### config.mk
export PLATFORM = sky130hd
export DESIGN_NAME = rot_unit
export DESIGN_NICKNAME = d
export VERILOG_FILES = /design/src/rtl/rot_pkg.sv /design/src/rtl/rot_decode.sv /design/src/rtl/rot_core.sv /design/src/rtl/rot_out_stage.sv /design/src/rtl/rot_unit.sv
export SDC_FILE = /design/constraint.sdc
export NUM_CORES = 1
export LEC_CHECK = 0
export ABC_AREA = 1
export CORE_ASPECT_RATIO = 2
export CORE_MARGIN = 2
export CORE_UTILIZATION = 60
export DETAILED_ROUTE_END_ITERATION = 6
export DONT_BUFFER_PORTS = 1
export PLACE_DENSITY = 0.79
export SLEW_MARGIN = 15
export SYNTH_ARGS = -nofsm -noshare
export SYNTH_HDL_FRONTEND = slang
export SYNTH_SLANG_ARGS = --single-unit
### constraint.sdc
create_clock -name clk -period 2.5 [get_ports clk]
set_clock_uncertainty 0.1 [all_clocks]
set_input_delay 0.5 -clock clk [delete_from_list [all_inputs] [get_ports clk]]
set_output_delay 0.5 -clock clk [all_outputs]
set_load 0.005 [all_outputs]
### src/rtl/rot_pkg.sv
package rot_pkg;
  localparam int unsigned FLD_W = 5;
  localparam int unsigned FN_W  = 6;

  localparam logic [FLD_W-1:0] MARK      = 5'b00001;
  localparam logic [FN_W-1:0]  FN_W_IMM  = 6'b000010;
  localparam logic [FN_W-1:0]  FN_W_VAR  = 6'b000110;
  localparam logic [FN_W-1:0]  FN_D_IMM  = 6'b111010;
  localparam logic [FN_W-1:0]  FN_D_IMM2 = 6'b111110;
  localparam logic [FN_W-1:0]  FN_D_VAR  = 6'b010110;

  typedef enum logic [2:0] {
    K_NONE, K_W_IMM, K_W_VAR, K_D_IMM, K_D_IMM2, K_D_VAR
  } rot_kind_e;
endpackage

### src/rtl/rot_decode.sv
module rot_decode
  import rot_pkg::*;
#(
  parameter int unsigned AW = 6
) (
  input  logic [AW-1:0]    amt_reg,
  input  logic [FLD_W-1:0] rs_fld,
  input  logic [FLD_W-1:0] sa_fld,
  input  logic [FN_W-1:0]  fn_fld,
  output rot_kind_e        kind,
  output logic             hit,
  output logic             is_word,
  output logic [AW-1:0]    amt
);
  localparam int unsigned WAW = AW - 1;

  always_comb begin
    kind = K_NONE;
    if (rs_fld == MARK && fn_fld == FN_W_IMM)  kind = K_W_IMM;
    if (sa_fld == MARK && fn_fld == FN_W_VAR)  kind = K_W_VAR;
    if (rs_fld == MARK && fn_fld == FN_D_IMM)  kind = K_D_IMM;
    if (rs_fld == MARK && fn_fld == FN_D_IMM2) kind = K_D_IMM2;
    if (sa_fld == MARK && fn_fld == FN_D_VAR)  kind = K_D_VAR;
  end

  always_comb begin
    amt = '0;
    unique case (kind)
      K_W_IMM:  amt = {1'b0, sa_fld[WAW-1:0]};
      K_W_VAR:  amt = {1'b0, amt_reg[WAW-1:0]};
      K_D_IMM:  amt = {1'b0, sa_fld[WAW-1:0]};
      K_D_IMM2: amt = {1'b1, sa_fld[WAW-1:0]};
      K_D_VAR:  amt = amt_reg;
      default:  amt = '0;
    endcase
  end

  assign hit     = (kind != K_NONE);
  assign is_word = (kind == K_W_IMM) || (kind == K_W_VAR);
endmodule

### src/rtl/rot_core.sv
module rot_core #(
  parameter int unsigned DW = 64,
  parameter int unsigned AW = $clog2(DW)
) (
  input  logic [DW-1:0] src,
  input  logic [AW-1:0] amt,
  input  logic          is_word,
  input  logic          hit,
  output logic [DW-1:0] res
);
  localparam int unsigned HW = DW / 2;

  logic [2*DW-1:0] dbl_d;
  logic [DW-1:0]   dbl_w;
  logic [DW-1:0]   rot_d;
  logic [DW-1:0]   rot_w;

  assign dbl_d = {src, src} >> amt;
  assign dbl_w = {src[HW-1:0], src[HW-1:0]} >> amt[AW-2:0];
  assign rot_d = dbl_d[DW-1:0];
  assign rot_w = {{HW{dbl_w[HW-1]}}, dbl_w[HW-1:0]};

  always_comb begin
    if (!hit)         res = '0;
    else if (is_word) res = rot_w;
    else              res = rot_d;
  end
endmodule

### src/rtl/rot_out_stage.sv
module rot_out_stage #(
  parameter int unsigned DW = 64
) (
  input  logic          clk,
  input  logic          rst_n,
  input  logic          in_valid,
  output logic          in_ready,
  input  logic [DW-1:0] in_data,
  input  logic          in_bad,
  output logic          out_valid,
  input  logic          out_ready,
  output logic [DW-1:0] out_data,
  output logic          out_bad
);
  logic take;

  assign in_ready = !out_valid || out_ready;
  assign take     = in_valid && in_ready;

  always_ff @(posedge clk) begin
    if (!rst_n) begin
      out_valid <= 1'b0;
      out_data  <= '0;
      out_bad   <= 1'b0;
    end else begin
      if (take) begin
        out_valid <= 1'b1;
        out_data  <= in_data;
        out_bad   <= in_bad;
      end else if (out_ready) begin
        out_valid <= 1'b0;
      end
    end
  end

  AST_TAKE_GIVES_VALID: assert property (@(posedge clk) disable iff (!rst_n)
    take |=> out_valid);
  AST_STALL_HOLDS: assert property (@(posedge clk) disable iff (!rst_n)
    (out_valid && !out_ready) |=> (out_valid && $stable(out_data) && $stable(out_bad)));
endmodule

### src/rtl/rot_unit.sv
module rot_unit
  import rot_pkg::*;
#(
  parameter int unsigned DW = 64,
  parameter int unsigned AW = $clog2(DW)
) (
  input  logic             clk,
  input  logic             rst_n,
  input  logic             in_valid,
  output logic             in_ready,
  input  logic [DW-1:0]    in_src,
  input  logic [AW-1:0]    in_amt,
  input  logic [FLD_W-1:0] in_rs_fld,
  input  logic [FLD_W-1:0] in_sa_fld,
  input  logic [FN_W-1:0]  in_fn_fld,
  output logic             out_valid,
  input  logic             out_ready,
  output logic [DW-1:0]    out_data,
  output logic             out_bad
);
  localparam int unsigned HW = DW / 2;

  rot_kind_e     dec_kind;
  logic          dec_hit;
  logic          dec_word;
  logic [AW-1:0] dec_amt;
  logic [DW-1:0] core_res;

  rot_decode #(.AW(AW)) u_dec (
    .amt_reg(in_amt), .rs_fld(in_rs_fld), .sa_fld(in_sa_fld), .fn_fld(in_fn_fld),
    .kind(dec_kind), .hit(dec_hit), .is_word(dec_word), .amt(dec_amt)
  );

  rot_core #(.DW(DW), .AW(AW)) u_core (
    .src(in_src), .amt(dec_amt), .is_word(dec_word), .hit(dec_hit), .res(core_res)
  );

  rot_out_stage #(.DW(DW)) u_out (
    .clk(clk), .rst_n(rst_n), .in_valid(in_valid), .in_ready(in_ready),
    .in_data(core_res), .in_bad(!dec_hit),
    .out_valid(out_valid), .out_ready(out_ready), .out_data(out_data), .out_bad(out_bad)
  );

  AST_WORD_SIGN_EXT: assert property (@(posedge clk) disable iff (!rst_n)
    (in_valid && in_ready && dec_word) |=> (out_data[DW-1:HW] == {HW{out_data[HW-1]}}));
  AST_BAD_IS_ZERO: assert property (@(posedge clk) disable iff (!rst_n)
    (out_valid && out_bad) |-> (out_data == '0));
  AST_ZERO_AMT_PASS: assert property (@(posedge clk) disable iff (!rst_n)
    (in_valid && in_ready && in_fn_fld == FN_D_VAR && in_sa_fld == MARK && in_amt == '0)
      |=> (out_data == $past(in_src)));
endmodule

==> results.sh, run 1 <==
export IMPL_hold_buffers=0
export IMPL_synthXorXnorAreaFrac_pct=0
export IMPL_htree_levels=3
export IMPL_synthTopCellsByArea="nand2_1 34%, nand3_1 24%, dfxtp_1 15%"
export IMPL_synth_top_cell_by_area="nand2_1"
export IMPL_root_buffer="clkbuf_16"
export IMPL_overflow=89
export IMPL_cts_buffers=9
export IMPL_synth_top_family_by_area="simple AND/OR/NAND/NOR gates"
export IMPL_yosys_register_bits=66
export IMPL_place_gp_congestion=1.100
export IMPL_row_count=62
export IMPL_clockBufferDepth=2
export IMPL_hpwlAfterDp_microns=28810
export IMPL_stop_stage="global routing"
export IMPL_die_w_microns=88.72
export IMPL_cts_sinks=66
export IMPL_ioPinCount=157
export IMPL_grt_worst_endpoint="u_out.out_data[36]$_SDFFE_PN0P_/D"
export IMPL_synth_compound_area_share_pct=0.6683
export IMPL_dp_cells=2014
export IMPL_synth_fp_nets=1906
export IMPL_ys_seq_area_share_pct=15.34
export IMPL_error="[ERROR GRT-0232] Routing congestion too high. Check the congestion heatmap in the GUI."
export IMPL_syn_inst=1816
export IMPL_port_buffers=0
export IMPL_synth_top_area_share_pct=34.30
export IMPL_die_h_microns=173.4
export IMPL_worst_ep_kind="sequential cell input"
export IMPL_synthesis_area_sq_um=8612
export IMPL_grt_total_usage_pct=69.55
export IMPL_yosysUniqueCellTypes=21
export IMPL_dp_worst_setup_slack_ns=-0.4570
export IMPL_synth_simple_gate_area_share_pct=71.20
export IMPL_syn_avg_cell_area_sq_um=4.742
export IMPL_synth_warnings=0
export IMPL_synthAdderAreaFrac_pct=0
export IMPL_grt_max_degree=66
export IMPL_initial_core_util_pct=60.66
export IMPL_outcome="stopped before the end"
export IMPL_synth_mux_area_fraction_pct=0
## cell usage after synthesis
master     count
nand4_1        1
nand3_1      420
buf_6         10
o2111ai_1      1
clkbuf_1      49
nor2_1       263
a21oi_1        3
buf_4          6
inv_2          4
inv_1        143
nand2_1      787
nand2_4        1
buf_2         28
buf_1         18
nand2_2        5
o21ai_1        2
o21ai_2        1
o21ai_0        3
nor3_1         2
nand3_2        3
dfxtp_1       66
## stage by stage
stage / utilization [%] / cell area, sq um
after floorplan: - / 8758
after global placement: 68.02 / 9657
after detailed placement: 68.02 / 9657
after CTS: 75.03 / 10650
## logic make-up after synthesis
group	Yosys count
simple gates	1482
buf+inv	258
compound gates	10
flops	66
## per-layer routing
layer	overflow	track usage, %
met3	3	46.57
met4	44	69.32
met5	0	5.594
met2	41	89.33
met1	1	70.53
## timing repair
action	4_1_cts
pin swaps	22
endpoints found under the setup margin	59
endpoints found under the hold margin	0
resized for setup	130
setup buffers	22
gates cloned	3
==> run 2, diff against run 1 <==
--- a/config.mk
+++ b/config.mk
@@ -6,12 +6,11 @@
 export NUM_CORES = 1
 export LEC_CHECK = 0
 export ABC_AREA = 1
-export CORE_ASPECT_RATIO = 2
 export CORE_MARGIN = 2
-export CORE_UTILIZATION = 60
+export CORE_UTILIZATION = 40
 export DETAILED_ROUTE_END_ITERATION = 6
 export DONT_BUFFER_PORTS = 1
-export PLACE_DENSITY = 0.79
+export PLACE_DENSITY_LB_ADDON = 0.15
 export SLEW_MARGIN = 15
 export SYNTH_ARGS = -nofsm -noshare
 export SYNTH_HDL_FRONTEND = slang
==> constraint.sdc (replaced) <==
create_clock -name clk -period 3.2 [get_ports clk]
set_clock_uncertainty 0.1 [all_clocks]
set_input_delay 0.64 -clock clk [delete_from_list [all_inputs] [get_ports clk]]
set_output_delay 0.64 -clock clk [all_outputs]
set_load 0.005 [all_outputs]
==> results.sh, run 2 <==
export IMPL_outcome="completed"
export IMPL_ioPinCount=157
export IMPL_synth_fp_nets=1906
export IMPL_drtAntennaViolNets=0
export IMPL_cp_num_buf_inv=4
export IMPL_mostFrequentLayoutCells="785 x nand2_1, 420 x nand3_1, 260 x nor2_1"
export IMPL_path_cells="nor2_1 -> nand2_1 -> nor2_2 -> nand2_1 -> nand3_2 -> buf_4 -> nand2_1 -> nand2_2 -> buf_12 -> buf_4 -> nand2_1 -> nand2_1 -> nand2_1 -> nand2_1 -> nand2_1 -> buf_4 -> nand2_1 -> nand2_1 -> nand2_1 -> nand2_1 -> nand2_1 -> nor2_1 -> nor2_1 -> nor2_1"
export IMPL_die_w_microns=150.7
export IMPL_crit_path_max_incr_delay_ns=0.24
export IMPL_path_max_fanout=33
export IMPL_worstRegToRegCells=9
export IMPL_drive_above_1_share_pct=7.324
export IMPL_clock_latency_ns=0.33
export IMPL_cts_sinks=66
export IMPL_cp_start_kind="input pin"
export IMPL_routedWlPerCell_microns=18.19
export IMPL_port_buffers=0
export IMPL_die_h_microns=150.7
export IMPL_initial_core_util_pct=40.84
export IMPL_timing_final_crit_period_ns=2.914
export IMPL_dieArea_sq_um=22720
export IMPL_p_switching_mw=0.7274
export IMPL_powerDensity_nw_per_um2=260.3
export IMPL_setup_violations=0
export IMPL_yosysMostFrequentCell="nand2_1"
export IMPL_cp_startpoint="in_rs_fld[3]"
export IMPL_root_buffer="clkbuf_16"
export IMPL_hold_end="u_out.out_bad"
export IMPL_post_cts_buffers=0
export IMPL_viasPerCell=5.379
export IMPL_worstSetupPathDepth=24
export IMPL_largest_register="u_out.out_data"
export IMPL_routed_wl_microns=38030
export IMPL_power_frac_seq_pct=32.3
export IMPL_clk_pin_slew_worst_paths_ns=0.06
export IMPL_switching_share_pct=28.40
export IMPL_p_clk_share_pct=48.7
export IMPL_cp_slowest_cell="buf_4"
export IMPL_synth_top_area_share_pct=34.30
export IMPL_clock_fmax_ghz=0.3432
export IMPL_place_gp_congestion=1.084
export IMPL_hpwlAfterDp_microns=30470
export IMPL_worstSetupPathType="input pin to flip-flop"
export IMPL_hold_buffers=0
export IMPL_total_leakage_power_nw=5.210
export IMPL_dp_cells=2074
export IMPL_min_from="rst_n"
export IMPL_ys_seq_area_share_pct=15.34
export IMPL_internal_power_mw=1.834
export IMPL_top_regs="u_out.out_data: 64 flops, u_out.out_bad: 1 flops, u_out.out_valid: 1 flops"
export IMPL_synth_warnings=0
export IMPL_final_common_cell="nand2_1"
export IMPL_yosysUniqueCellTypes=21
export IMPL_row_count=53
export IMPL_dr_pass1_iters=6
export IMPL_synthesis_area_sq_um=8612
export IMPL_peakVddDrop_mv=0.2859
export IMPL_syn_avg_cell_area_sq_um=4.742
export IMPL_cts_resized_gates=0
export IMPL_core_area_sq_um=21090
export IMPL_num_nets_final=1901
export IMPL_cpMostUsedCell="nand2_1"
export IMPL_cts_tree="yes"
export IMPL_diodes=0
export IMPL_syn_inst=1816
export IMPL_fin_hold_ws_ns=0.3611
export IMPL_yosys_register_bits=66
export IMPL_rr_startpoint="u_out.out_valid"
export IMPL_synthTopCellsByArea="nand2_1 34%, nand3_1 24%, dfxtp_1 15%"
export IMPL_r2r_end="u_out.out_data[51]"
export IMPL_grt_pass1_wl_microns=57390
export IMPL_maxCapViolCount=0
export IMPL_rsz0062_at_grt="no"
export IMPL_vias=11250
export IMPL_cp_arrival_ns=3.00
export IMPL_period_share_pct=91.06
export IMPL_grt_total_usage_pct=33.35
export IMPL_instances_no_fill=2091
export IMPL_area_growth_pct=14.25
export IMPL_slew_viol_final=0
export IMPL_overflow=0
export IMPL_synth_top_cell_by_area="nand2_1"
export IMPL_hold_path_depth=2
export IMPL_ys_flop_type="dfxtp_1"
export IMPL_drtIter0Drc=1038
export IMPL_min_path_type="input pin to flip-flop"
export IMPL_clockBufferDepth=2
export IMPL_combPwrFrac_pct=19.0
export IMPL_cts_buffers=9
export IMPL_grt_pass1_vias=10200
export IMPL_grt_max_degree=65
export IMPL_required_ns=3.29
export IMPL_antenna_found_initial=0
export IMPL_synth_edff_count=0
export IMPL_worstMarginPinSlew_ns=0.7591
export IMPL_synth_top_cells_by_count="787 x nand2_1, 420 x nand3_1, 263 x nor2_1"
export IMPL_drc_errors=0
export IMPL_async_flop_share_pct=0
export IMPL_slew_limit_headroom_pct=49.39
export IMPL_htree_levels=3
export IMPL_largest_register_ffs=64
export IMPL_hold_violations=0
export IMPL_ff2ff_setup_slack_ns=1.41
export IMPL_crit_family="simple AND/OR/NAND/NOR gates"
export IMPL_crit_path_end_kind="flip-flop"
## run 2: cell counts after synthesis
No cell type changed its count.
## run 2: how the worst max path moves through the flow
stage	end	slack [ns]
6_report	u_out.out_data[36]	0.29
5_1_grt	u_out.out_data[35]	0.005
4_1_cts	u_out.out_data[36]	0.29
3_5_place_dp	u_out.out_data[36]	-0.04
3_3_place_gp	u_out.out_data[36]	-0.003
2_1_floorplan	u_out.out_data[14]	0.48
## run 2: cells by family (layout without fill, tap and decap cells)
group / Yosys count / after routing / share of synthesized area [%]
compound gates: 10 / 10 / 0.6683
simple gates: 1482 / 1482 / 71.20
buf+inv: 258 / 258 / 12.78
flops: 66 / 66 / 15.34
## run 2: cell type report
cell class | instances | area, sq um
fillers | 2430 | 11250
multi-input cells | 1492 | 6227
flip-flops and latches | 66 | 1321
repair buffers | 95 | 1018
inverters | 147 | 551.8
well taps | 275 | 344.1
clock buffers | 10 | 239.0
clock inverters | 6 | 137.6
## run 2: per-stage QoR
stage          power (mW)  worst slack (ns)  utilization [%]  area, sq um  setup TNS [ns]
3_5_place_dp        1.322          -0.04427            44.72         9430        -0.07968
5_1_grt             2.670          0.004837            46.66         9839               0
2_1_floorplan       1.159            0.4824                -         8612               0
3_3_place_gp        1.322         -0.002962            44.72         9430       -0.002962
6_report            2.561            0.2861            46.66         9839               0
4_1_cts             2.572            0.2932            46.51         9807               0
## run 2: power by group through the flow
stage | clock, mW | sequential, mW | combinational, mW
5_1_grt | 1.30 | 0.826 | 0.541
6_report | 1.25 | 0.826 | 0.488
3_3_place_gp | 0 | 0.844 | 0.478
3_5_place_dp | 0 | 0.844 | 0.477
2_1_floorplan | 0 | 0.844 | 0.316
4_1_cts | 1.27 | 0.826 | 0.480
## run 2: metal layers
layer	vias to the layer above	global-route usage [%]	part of all wire (%)
li1	5654	-	-
met1	4996	42.91	43
met2	503	51.93	43
met3	94	6.636	7.6
met4	0	18.83	6.4
met5	-	0	0
Note: power is estimated with default switching activity, not from simulation.
